`src/rtl/xbus_pkg.sv`:
```
package xbus_pkg;

  typedef enum logic [2:0] {
    ST_IDLE,
    ST_ROM,
    ST_ADDR,
    ST_HOLD,
    ST_STRB
  } xb_state_e;

  typedef enum logic [1:0] {
    K_CODE,
    K_RD,
    K_WR
  } xb_kind_e;

endpackage

```
`src/rtl/xbus_arbiter.sv`:
```
module xbus_arbiter
  import xbus_pkg::*;
#(
  parameter int AW = 16,
  parameter int DW = 8
) (
  input  logic          idle,
  input  logic          code_valid,
  input  logic [AW-1:0] code_addr,
  input  logic          dat_valid,
  input  logic          dat_we,
  input  logic [AW-1:0] dat_addr,
  input  logic [DW-1:0] dat_wdata,
  output logic          code_ready,
  output logic          dat_ready,
  output logic          take,
  output xb_kind_e      take_kind,
  output logic [AW-1:0] take_addr,
  output logic [DW-1:0] take_wdata
);

  // Code requests win; a data request waits while any code request is valid.
  assign code_ready = idle;
  assign dat_ready  = idle && !code_valid;
  assign take       = idle && (code_valid || dat_valid);

  always_comb begin
    if (code_valid) begin
      take_kind  = K_CODE;
      take_addr  = code_addr;
      take_wdata = '0;
    end else begin
      take_kind  = dat_we ? K_WR : K_RD;
      take_addr  = dat_addr;
      take_wdata = dat_wdata;
    end
  end

endmodule

```
`src/rtl/xbus_route.sv`:
```
module xbus_route
  import xbus_pkg::*;
#(
  parameter int AW        = 16,
  parameter int ROM_BYTES = 4096
) (
  input  logic          clk,
  input  logic          rst_n,
  input  logic          strap_in,
  input  xb_kind_e      kind,
  input  logic [AW-1:0] addr,
  output logic          on_chip
);

  localparam logic [AW:0] ROM_LIM = (AW+1)'(ROM_BYTES);

  logic strap_q;

  // Strap follows the pin only while reset is held, then freezes.
  always_ff @(posedge clk) begin
    if (!rst_n) strap_q <= strap_in;
  end

  assign on_chip = (kind == K_CODE) && strap_q && ({1'b0, addr} < ROM_LIM);

endmodule

```
`src/rtl/xbus_seq.sv`:
```
module xbus_seq
  import xbus_pkg::*;
#(
  parameter int AW         = 16,
  parameter int DW         = 8,
  parameter int STROBE_CYC = 3
) (
  input  logic             clk,
  input  logic             rst_n,
  input  logic             take,
  input  xb_kind_e         take_kind,
  input  logic [AW-1:0]    take_addr,
  input  logic [DW-1:0]    take_wdata,
  input  logic             take_onchip,
  input  logic [DW-1:0]    rom_data,
  input  logic [DW-1:0]    ad_i,
  output logic             idle,
  output logic             rom_req,
  output logic [AW-1:0]    rom_addr,
  output logic [DW-1:0]    ad_o,
  output logic             ad_oe,
  output logic [AW-DW-1:0] a_hi,
  output logic             ale,
  output logic             psen_n,
  output logic             rd_n,
  output logic             wr_n,
  output logic             code_done,
  output logic [DW-1:0]    code_data,
  output logic             dat_done,
  output logic [DW-1:0]    dat_rdata
);

  localparam int CW = (STROBE_CYC > 1) ? $clog2(STROBE_CYC) : 1;
  localparam logic [CW-1:0] LAST = CW'(STROBE_CYC - 1);

  xb_state_e     state_q;
  xb_kind_e      kind_q;
  logic [AW-1:0] addr_q;
  logic [DW-1:0] wd_q;
  logic [CW-1:0] cnt_q;

  always_ff @(posedge clk or negedge rst_n) begin
    if (!rst_n) begin
      state_q   <= ST_IDLE;
      kind_q    <= K_CODE;
      addr_q    <= '0;
      wd_q      <= '0;
      cnt_q     <= '0;
      code_done <= 1'b0;
      code_data <= '0;
      dat_done  <= 1'b0;
      dat_rdata <= '0;
    end else begin
      code_done <= 1'b0;
      dat_done  <= 1'b0;
      unique case (state_q)
        ST_IDLE: if (take) begin
          kind_q  <= take_kind;
          addr_q  <= take_addr;
          wd_q    <= take_wdata;
          state_q <= take_onchip ? ST_ROM : ST_ADDR;
        end
        ST_ROM: begin
          code_done <= 1'b1;
          code_data <= rom_data;
          state_q   <= ST_IDLE;
        end
        ST_ADDR: state_q <= ST_HOLD;
        ST_HOLD: begin
          cnt_q   <= '0;
          state_q <= ST_STRB;
        end
        ST_STRB: begin
          if (cnt_q == LAST) begin
            state_q <= ST_IDLE;
            if (kind_q == K_CODE) begin
              code_done <= 1'b1;
              code_data <= ad_i;
            end else begin
              dat_done <= 1'b1;
              if (kind_q == K_RD) dat_rdata <= ad_i;
            end
          end else begin
            cnt_q <= cnt_q + 1'b1;
          end
        end
        default: state_q <= ST_IDLE;
      endcase
    end
  end

  logic strobing;
  assign strobing = (state_q == ST_STRB);
  assign idle     = (state_q == ST_IDLE);
  assign rom_req  = (state_q == ST_ROM);
  assign rom_addr = addr_q;
  assign ale      = (state_q == ST_ADDR);
  assign ad_oe    = (state_q == ST_ADDR) || (state_q == ST_HOLD) ||
                    (strobing && kind_q == K_WR);
  assign ad_o     = strobing ? wd_q : addr_q[DW-1:0];
  assign a_hi     = addr_q[AW-1:DW];
  assign psen_n   = !(strobing && kind_q == K_CODE);
  assign rd_n     = !(strobing && kind_q == K_RD);
  assign wr_n     = !(strobing && kind_q == K_WR);

endmodule

```
`src/rtl/xbus_front.sv`:
```
module xbus_front
  import xbus_pkg::*;
#(
  parameter int AW         = 16,
  parameter int DW         = 8,
  parameter int ROM_BYTES  = 4096,
  parameter int STROBE_CYC = 3
) (
  input  logic             clk,
  input  logic             rst_n,
  input  logic             code_local_en,
  input  logic             code_valid,
  output logic             code_ready,
  input  logic [AW-1:0]    code_addr,
  output logic             code_done,
  output logic [DW-1:0]    code_data,
  input  logic             dat_valid,
  output logic             dat_ready,
  input  logic             dat_we,
  input  logic [AW-1:0]    dat_addr,
  input  logic [DW-1:0]    dat_wdata,
  output logic             dat_done,
  output logic [DW-1:0]    dat_rdata,
  output logic             rom_req,
  output logic [AW-1:0]    rom_addr,
  input  logic [DW-1:0]    rom_data,
  output logic [DW-1:0]    ad_o,
  output logic             ad_oe,
  input  logic [DW-1:0]    ad_i,
  output logic [AW-DW-1:0] a_hi,
  output logic             ale,
  output logic             psen_n,
  output logic             rd_n,
  output logic             wr_n
);

  logic          idle;
  logic          take;
  xb_kind_e      take_kind;
  logic [AW-1:0] take_addr;
  logic [DW-1:0] take_wdata;
  logic          take_onchip;

  xbus_arbiter #(.AW(AW), .DW(DW)) u_arb (
    .idle       (idle),
    .code_valid (code_valid),
    .code_addr  (code_addr),
    .dat_valid  (dat_valid),
    .dat_we     (dat_we),
    .dat_addr   (dat_addr),
    .dat_wdata  (dat_wdata),
    .code_ready (code_ready),
    .dat_ready  (dat_ready),
    .take       (take),
    .take_kind  (take_kind),
    .take_addr  (take_addr),
    .take_wdata (take_wdata)
  );

  xbus_route #(.AW(AW), .ROM_BYTES(ROM_BYTES)) u_route (
    .clk      (clk),
    .rst_n    (rst_n),
    .strap_in (code_local_en),
    .kind     (take_kind),
    .addr     (take_addr),
    .on_chip  (take_onchip)
  );

  xbus_seq #(.AW(AW), .DW(DW), .STROBE_CYC(STROBE_CYC)) u_seq (
    .clk         (clk),
    .rst_n       (rst_n),
    .take        (take),
    .take_kind   (take_kind),
    .take_addr   (take_addr),
    .take_wdata  (take_wdata),
    .take_onchip (take_onchip),
    .rom_data    (rom_data),
    .ad_i        (ad_i),
    .idle        (idle),
    .rom_req     (rom_req),
    .rom_addr    (rom_addr),
    .ad_o        (ad_o),
    .ad_oe       (ad_oe),
    .a_hi        (a_hi),
    .ale         (ale),
    .psen_n      (psen_n),
    .rd_n        (rd_n),
    .wr_n        (wr_n),
    .code_done   (code_done),
    .code_data   (code_data),
    .dat_done    (dat_done),
    .dat_rdata   (dat_rdata)
  );

endmodule

```
`config.mk`:
```
export PLATFORM = sky130hd
export DESIGN_NAME = xbus_front
export DESIGN_NICKNAME = d
export VERILOG_FILES = /design/src/rtl/xbus_pkg.sv /design/src/rtl/xbus_arbiter.sv /design/src/rtl/xbus_route.sv /design/src/rtl/xbus_seq.sv /design/src/rtl/xbus_front.sv
export SDC_FILE = /design/constraint.sdc
export NUM_CORES = 1
export LEC_CHECK = 0
export ABC_AREA = 1
export CAP_MARGIN = 20
export CORE_AREA = 2 2 76 107
export DETAILED_ROUTE_END_ITERATION = 6
export DIE_AREA = 0 0 78 109
export HOLD_SLACK_MARGIN = 0.15
export PLACE_DENSITY_LB_ADDON = 0.3
export SETUP_SLACK_MARGIN = 0.3
export SLEW_MARGIN = 20
export SYNTH_ARGS = -nofsm -noshare
export SYNTH_HDL_FRONTEND = slang
export SYNTH_SLANG_ARGS = --single-unit
```
`constraint.sdc`:
```
create_clock -name clk -period 1.4 [get_ports clk]
set_input_delay 0.28 -clock clk [delete_from_list [all_inputs] [get_ports clk]]
set_output_delay 0.28 -clock clk [all_outputs]
set_load 0.01 [all_outputs]
```
==> run summary, run 1 <==
* reg -> out — WS Path Type
* 4 — first-pass iteration count of the detailed router
* 1259 um^2 — Sequential Area
* in -> async — Hold Crit Class
* 0 — GRT overflow
* 3 — number of buffers and inverters on the critical path
* 1.764 ns — final period demand of the worst path
* -0.3642 ns — slack of the critical path
* 0.5145 ns — worst hold slack across all endpoints
* 0 — number of diodes added for antenna fixing
* 0.008833 ns — Max Clock Skew
* sky130_fd_sc_hd__clkbuf_8 — Clock Root Buffer
* 93.94% — synthesis-to-finish area growth
* 1.48 ns — CP arrival
* 107 — number of design-rule violations left by the first detailed-router iteration
* 13020 um — first-pass GRT wire length
* 2767 — number of global-route vias before repair
* 0.5668 GHz — fmax
* sky130_fd_sc_hd__dfrtp_1 — largest area contributor in the synthesized netlist
* flip-flops — cell type group with the largest total delay on the critical path
* 0 — number of warnings reported in the yosys synthesis log
* built — clock tree from TritonCTS
* 50 — flop and latch count out of synthesis
* sky130_fd_sc_hd__dfrtp_1, sky130_fd_sc_hd__nand2_1, sky130_fd_sc_hd__o21ai_0, sky130_fd_sc_hd__o31ai_2, sky130_fd_sc_hd__inv_1 — most area-consuming cells after synthesis
* u_seq.state_q[1] — startpoint of the most critical setup path
* 1309 um^2 — Multi-input gate area
* 0 — number of remaining DRC errors
* u_seq.wd_q[2] — worst reg2reg path endpoint
* sky130_fd_sc_hd__dfrtp_1 — cell type of the slowest stage on the worst timing path
* 0.4606 — fraction of final layout cells with drive strength greater than 1
* flip-flop — type of element launching the critical path
* 50 — total clock sinks
* 557 — Nets
* 303 — Synth Instances
* 2.330 nW — leakage power summed over all cells
* 109 um — die extent in y
* 0 — max-cap violations
* 2517 um^2 — Post-Synthesis Cell Area
* 0.7516 — relative max-transition margin
* 0 — final slew viol count
* 4.733 — vias per cell
* 5 — number of buffers created by CTS
* 58 — final setup violating endpoints
* 0.7412 — routability congestion estimate from global placement
* 1.260 — period utilization
* 649 — filler cell count in the final layout
* 2 — total number of H-tree levels
* 40 — largest net degree at the start of global routing
* 0 — number of antenna violations at the first check in global routing
* 0.4990 — share of synthesized area occupied by flip-flops and latches
* 7607 um^2 — CORE AREA
* sky130_fd_sc_hd__nand2_1, sky130_fd_sc_hd__dfrtp_1, sky130_fd_sc_hd__inv_1 — most numerous cell types in the synthesized netlist
* 5362 um — half-perimeter wire length after placement
* 119 — PortBufs
* 120 — num ports
* 0.09 ns — clock slew seen by the registers of the worst setup and hold paths
* 0.3726 ns — pin slew with the least headroom to its limit
* 8 — worst-path fanout max
* setup timing — failing checks
* 0.30 ns — insertion delay of the later-clocked pin in the worst-skew pair
* 1941 nW/um^2 — total power per unit cell area
* true — setup repair after global routing missed its margin
* 1 — number of flops mapped to enable cells by yosys
* 366 — Net Count, Synth
* 1124 uV — worst voltage drop across the vdd grid
* 8.308 um^2 — mean post-synth cell area
* 38 — placement row count
* complete, but fails checks — status
* 8834 um — total wire length
* 0.4871 — area share of the leading cell type in the synthesized netlist
* 2 — CTS Buffer Depth
* 0.1967 — global-route usage over all layers
* sky130_fd_sc_hd__nand2_1 — most numerous cell in the Yosys netlist
* 0.42 ns — delay of the slowest cell on the worst path
* 8502 um^2 — die footprint
* 78 um — die boundary width
* 25 — count of different cell masters after synthesis
* 0.6418 — post-route core utilization
* -0.25 ns — worst-case register-to-register setup slack
* 0 — endpoints failing hold
* 2816 — count of vias placed by the detailed router
* sky130_fd_sc_hd__dfrtp_1 — Post-synth top flop
* 1.12 ns — required time at the worst-slack endpoint
* 0.9800 — post-synthesis async set-or-reset flop share
* 0 — number of nets with antenna violations after routing
* 9.476 mW — Overall Power
* 0.3309 — effective utilization at floorplan
* nor2_4 > nand2_4 > buf_12 > buf_16 > nand2_2 > o21ai_2 > buf_2 — cell breakdown of the critical path
* primary output — nature of the critical path endpoint
* 11 — worst reg-to-reg path cell count
* 14.85 um — wire per inst
* u_seq.state_q[1] — R2R Path Start
-- routing by layer --
layer	vias up	GRT usage	wire, um	part of all wire
li1	1344	-	-	-
met1	1348	0.2011	3256	0.37
met2	110	0.3898	4908	0.56
met3	14	0.04884	523	0.059
met4	0	0.05639	145	0.016
met5	-	0	0	0
-- tightest hold or removal path: stages --
cell	delay, ns
sky130_fd_sc_hd__dlygate4sd3_1	0.53
sky130_fd_sc_hd__buf_2	0.16
sky130_fd_sc_hd__buf_4	0.21
-- registers in the layout (all words and copies together), names as in the netlist --
signal and flops:
u_seq.rom_addr 16, u_seq.code_data 8, u_seq.dat_rdata 8, u_seq.wd_q 8
u_seq.state_q 3, u_seq.cnt_q 2, u_seq.kind_q 2, u_route.strap_q 1
u_seq.code_done 1, u_seq.dat_done 1
-- cells by family (layout without fill, tap and decap cells) --
group,count (synthesis),count (layout),share of synthesized area
AND/OR/NAND/NOR,129,130,0.2127
AO/OA/AOI/OAI,62,62,0.1640
buffers and inverters,61,252,0.1193
flip-flops,50,50,0.4990
adder cells (fa/ha/maj),1,1,0.004969
-- worst max path at each step --
| stage | end | cells after the start | slack [ns] |
|---|---|---|---|
| 2_1_floorplan | ad_o[0] | 4 | 0.16 |
| 3_3_place_gp | dat_ready | 4 | -0.49 |
| 3_5_place_dp | dat_ready | 4 | -0.47 |
| 4_1_cts | ad_o[6] | 7 | -0.34 |
| 5_1_grt | ad_o[7] | 7 | -0.42 |
| 6_report | ad_o[5] | 7 | -0.36 |
-- area by class of cell --
class                           count  share of cell area
Clock inverter                      1            0.001538
Timing Repair inverter              1            0.002307
Sequential cell                    50              0.2578
Tap cell                          100             0.02563
Multi-Input combinational cell    193              0.2681
Clock buffer                        7             0.01563
Timing Repair Buffer              204              0.3939
Inverter                           39             0.03511
-- report_power, final --
group	total, mW	switching [mW]	internal [mW]
clock network	0.829	0.475	0.355
logic	6.25	2.88	3.37
registers	2.40	0.396	2.00
-- stage by stage --
step / cell area [um^2] / instances / TNS [ns] / worst slack, ns
3_5_place_dp: 4046 / 532 / -12.94 / -0.4717
2_1_floorplan: 2625 / 303 / 0 / 0.1560
4_1_cts: 4522 / 571 / -8.484 / -0.3356
3_3_place_gp: 4046 / 532 / -11.88 / -0.4940
6_report: 4882 / 595 / -11.43 / -0.3642
5_1_grt: 4882 / 595 / -15.11 / -0.4186
-- layout by cell type, fill, tap and decap left out, drive strengths merged, types with 7 or more instances in the layout --
cell type	n
buf	143
nor2	34
clkdlybuf4s50	59
clkbuf	7
inv	40
o31ai	12
nand2	80
o21ai	48
nand3	15
dfrtp	49
-- what timing repair did --
action	CTS	global route
buffers inserted	23	24
gates resized for setup	322	45
setup endpoints to repair	106	146
hold endpoints to repair	49	0
hold buffers	1	0
cloned	7	0
pin swaps	8	7
Power figures use the tool's default switching activity.
==> run 2, diff against run 1 <==
--- a/config.mk
+++ b/config.mk
@@ -12,6 +12,7 @@
 export DIE_AREA = 0 0 78 109
 export HOLD_SLACK_MARGIN = 0.15
 export PLACE_DENSITY_LB_ADDON = 0.3
+export RECOVER_POWER = 100
 export SETUP_SLACK_MARGIN = 0.3
 export SLEW_MARGIN = 20
 export SYNTH_ARGS = -nofsm -noshare
==> run summary, run 2 (synthesis gave the netlist of run 1 again) <==
* 0.6033 — relative max-transition margin
* 0.655 — part of the total power dissipated in combinational logic
* 1.12 ns — required time at the worst-slack endpoint
* 8502 um^2 — die footprint
* 91.30% — synthesis-to-finish area growth
* 2.243 nW — leakage power summed over all cells
* 5362 um — half-perimeter wire length after placement
* 8852 um — total wire length
* 0.088 — Clock Power Share
* 2 — total number of H-tree levels
* 0 — endpoints failing hold
* 78 um — die boundary width
* 38 — placement row count
* 50 — total clock sinks
* 1.48 ns — CP arrival
* 40 — largest net degree at the start of global routing
* primary output — nature of the critical path endpoint
* 7607 um^2 — CORE AREA
* 109 um — die extent in y
* flip-flop — type of element launching the critical path
* 13020 um — first-pass GRT wire length
* 11 — worst reg-to-reg path cell count
* 4816 um^2 — design area
* built — clock tree from TritonCTS
* 0 — number of antenna violations at the first check in global routing
* 5.611 mW — internal power
* sky130_fd_sc_hd__clkbuf_8 — Clock Root Buffer
* sky130_fd_sc_hd__clkdlybuf4s50_1, sky130_fd_sc_hd__nand2_1, sky130_fd_sc_hd__dfrtp_1, sky130_fd_sc_hd__buf_4, sky130_fd_sc_hd__buf_6 — most frequent cells in the layout
* 2 — Cells on Worst Hold Path
* 4.694 — vias per cell
* 0 — number of remaining DRC errors
* 2767 — number of global-route vias before repair
* 0.4011 — switching part of the total
* sky130_fd_sc_hd__clkdlybuf4s50_1 — leading cell type in the layout, fill and taps excluded
* 0 — final slew viol count
* 14.88 um — wire per inst
* 0.5041 ns — worst hold slack across all endpoints
* 0.7412 — routability congestion estimate from global placement
* 98 — number of design-rule violations left by the first detailed-router iteration
* 8 — worst-path fanout max
* 0.008896 ns — Max Clock Skew
* 3.757 mW — net load switching power
* 1.260 — period utilization
* setup timing — failing checks
* 0.4040 — fraction of final layout cells with drive strength greater than 1
* reg -> reg — Hold Crit Class
* 1.764 ns — final period demand of the worst path
* true — setup repair after global routing missed its margin
* 0.256 — share of total power in sequential cells
* 2793 — count of vias placed by the detailed router
* 0.3309 — effective utilization at floorplan
* 4046 um^2 — placed inst area
* complete, but fails checks — status
* 120 — num ports
* 5 — number of buffers created by CTS
* 0 — number of nets with antenna violations after routing
* 1126 uV — worst voltage drop across the vdd grid
* 0.5670 GHz — fmax
* 4 — first-pass iteration count of the detailed router
* 557 — Nets
* 1945 nW/um^2 — total power per unit cell area
* 0 — max-cap violations
* 0.09 ns — clock slew seen by the registers of the worst setup and hold paths
* reg -> out — WS Path Type
* 58 — final setup violating endpoints
* 0.1967 — global-route usage over all layers
* 0 — number of diodes added for antenna fixing
* 0 — GRT overflow
* 0.30 ns — insertion delay of the later-clocked pin in the worst-skew pair
* 2 — CTS Buffer Depth
* 0.5950 ns — pin slew with the least headroom to its limit
* -0.3637 ns — slack of the critical path
* 119 — PortBufs
* 16 — max FFs per register
-- run 2: final timing paths --
kind	slack (ns)	start	to
hold reg to reg	0.50	u_seq.dat_rdata[4]	u_seq.dat_rdata[4]
hold / removal	0.50	u_seq.dat_rdata[4]	u_seq.dat_rdata[4]
setup / recovery	-0.36	u_seq.state_q[1]	ad_o[5]
setup reg to reg	-0.25	u_seq.state_q[1]	u_seq.rom_addr[14]
max in group asynchronous	0.22	rst_n	u_seq.rom_addr[4]
min in group asynchronous	0.72	rst_n	u_seq.rom_addr[12]
-- run 2: final cells by class --
cell class,instances,area (um^2)
tap,100,125.1
timing repair buffer,204,1857
fill,664,2791
sequential,50,1259
multi-input combinational,193,1309
inverter,39,171.4
timing repair inverter,1,11.26
clock buffer,7,76.32
clock inverter,1,7.507
-- run 2: what timing repair did --
item / CTS / global route
gates cloned: 7 / 0
endpoints found under the setup margin: 106 / 146
buffers inserted: 23 / 24
endpoints found under the hold margin: 49 / 0
hold buffers: 1 / 0
pin swaps: 8 / 7
resized for setup: 322 / 45
-- run 2: power by group through the flow --
stage	sequential, mW	combinational (mW)	clock (mW)
floorplan	2.53	2.04	0
global placement	2.38	4.24	0
detailed placement	2.40	4.31	0
CTS	2.36	5.35	0.859
global route	2.45	6.56	0.914
finish	2.40	6.14	0.829
-- run 2: routing by layer --
metal  track usage  wire (um)
met3       0.04884        515
met5             0          0
met2        0.3898       4957
met4       0.05639        133
met1        0.2011       3246
-- run 2: metrics by stage --
stage / cells / util / worst slack [ns] / power [mW] / setup TNS [ns]
2_1_floorplan: 303 / - / 0.1560 / 4.571 / 0
3_3_place_gp: 532 / 0.5319 / -0.4940 / 6.621 / -11.88
3_5_place_dp: 532 / 0.5319 / -0.4717 / 6.706 / -12.94
4_1_cts: 571 / 0.5944 / -0.3356 / 8.566 / -8.484
5_1_grt: 595 / 0.6331 / -0.4186 / 9.919 / -15.11
6_report: 595 / 0.6331 / -0.3637 / 9.368 / -11.41
-- run 2: critical path, stage by stage, from the launching register on --
cell,delay [ns]
sky130_fd_sc_hd__dfrtp_1,0.42
sky130_fd_sc_hd__nor2_4,0.16
sky130_fd_sc_hd__nand2_4,0.09
sky130_fd_sc_hd__buf_12,0.13
sky130_fd_sc_hd__buf_16,0.14
sky130_fd_sc_hd__nand2_2,0.06
sky130_fd_sc_hd__o21ai_2,0.05
sky130_fd_sc_hd__buf_2,0.14
==> run 3, diff against run 2 <==
--- a/config.mk
+++ b/config.mk
@@ -6,7 +6,6 @@
 export NUM_CORES = 1
 export LEC_CHECK = 0
 export ABC_AREA = 1
-export CAP_MARGIN = 20
 export CORE_AREA = 2 2 76 107
 export DETAILED_ROUTE_END_ITERATION = 6
 export DIE_AREA = 0 0 78 109
@@ -14,7 +13,7 @@
 export PLACE_DENSITY_LB_ADDON = 0.3
 export RECOVER_POWER = 100
 export SETUP_SLACK_MARGIN = 0.3
-export SLEW_MARGIN = 20
+export SLEW_MARGIN = 10
 export SYNTH_ARGS = -nofsm -noshare
 export SYNTH_HDL_FRONTEND = slang
 export SYNTH_SLANG_ARGS = --single-unit
==> results of run 3 <==
Same layout as run 2: the final DEF is identical, and so are final timing and power.
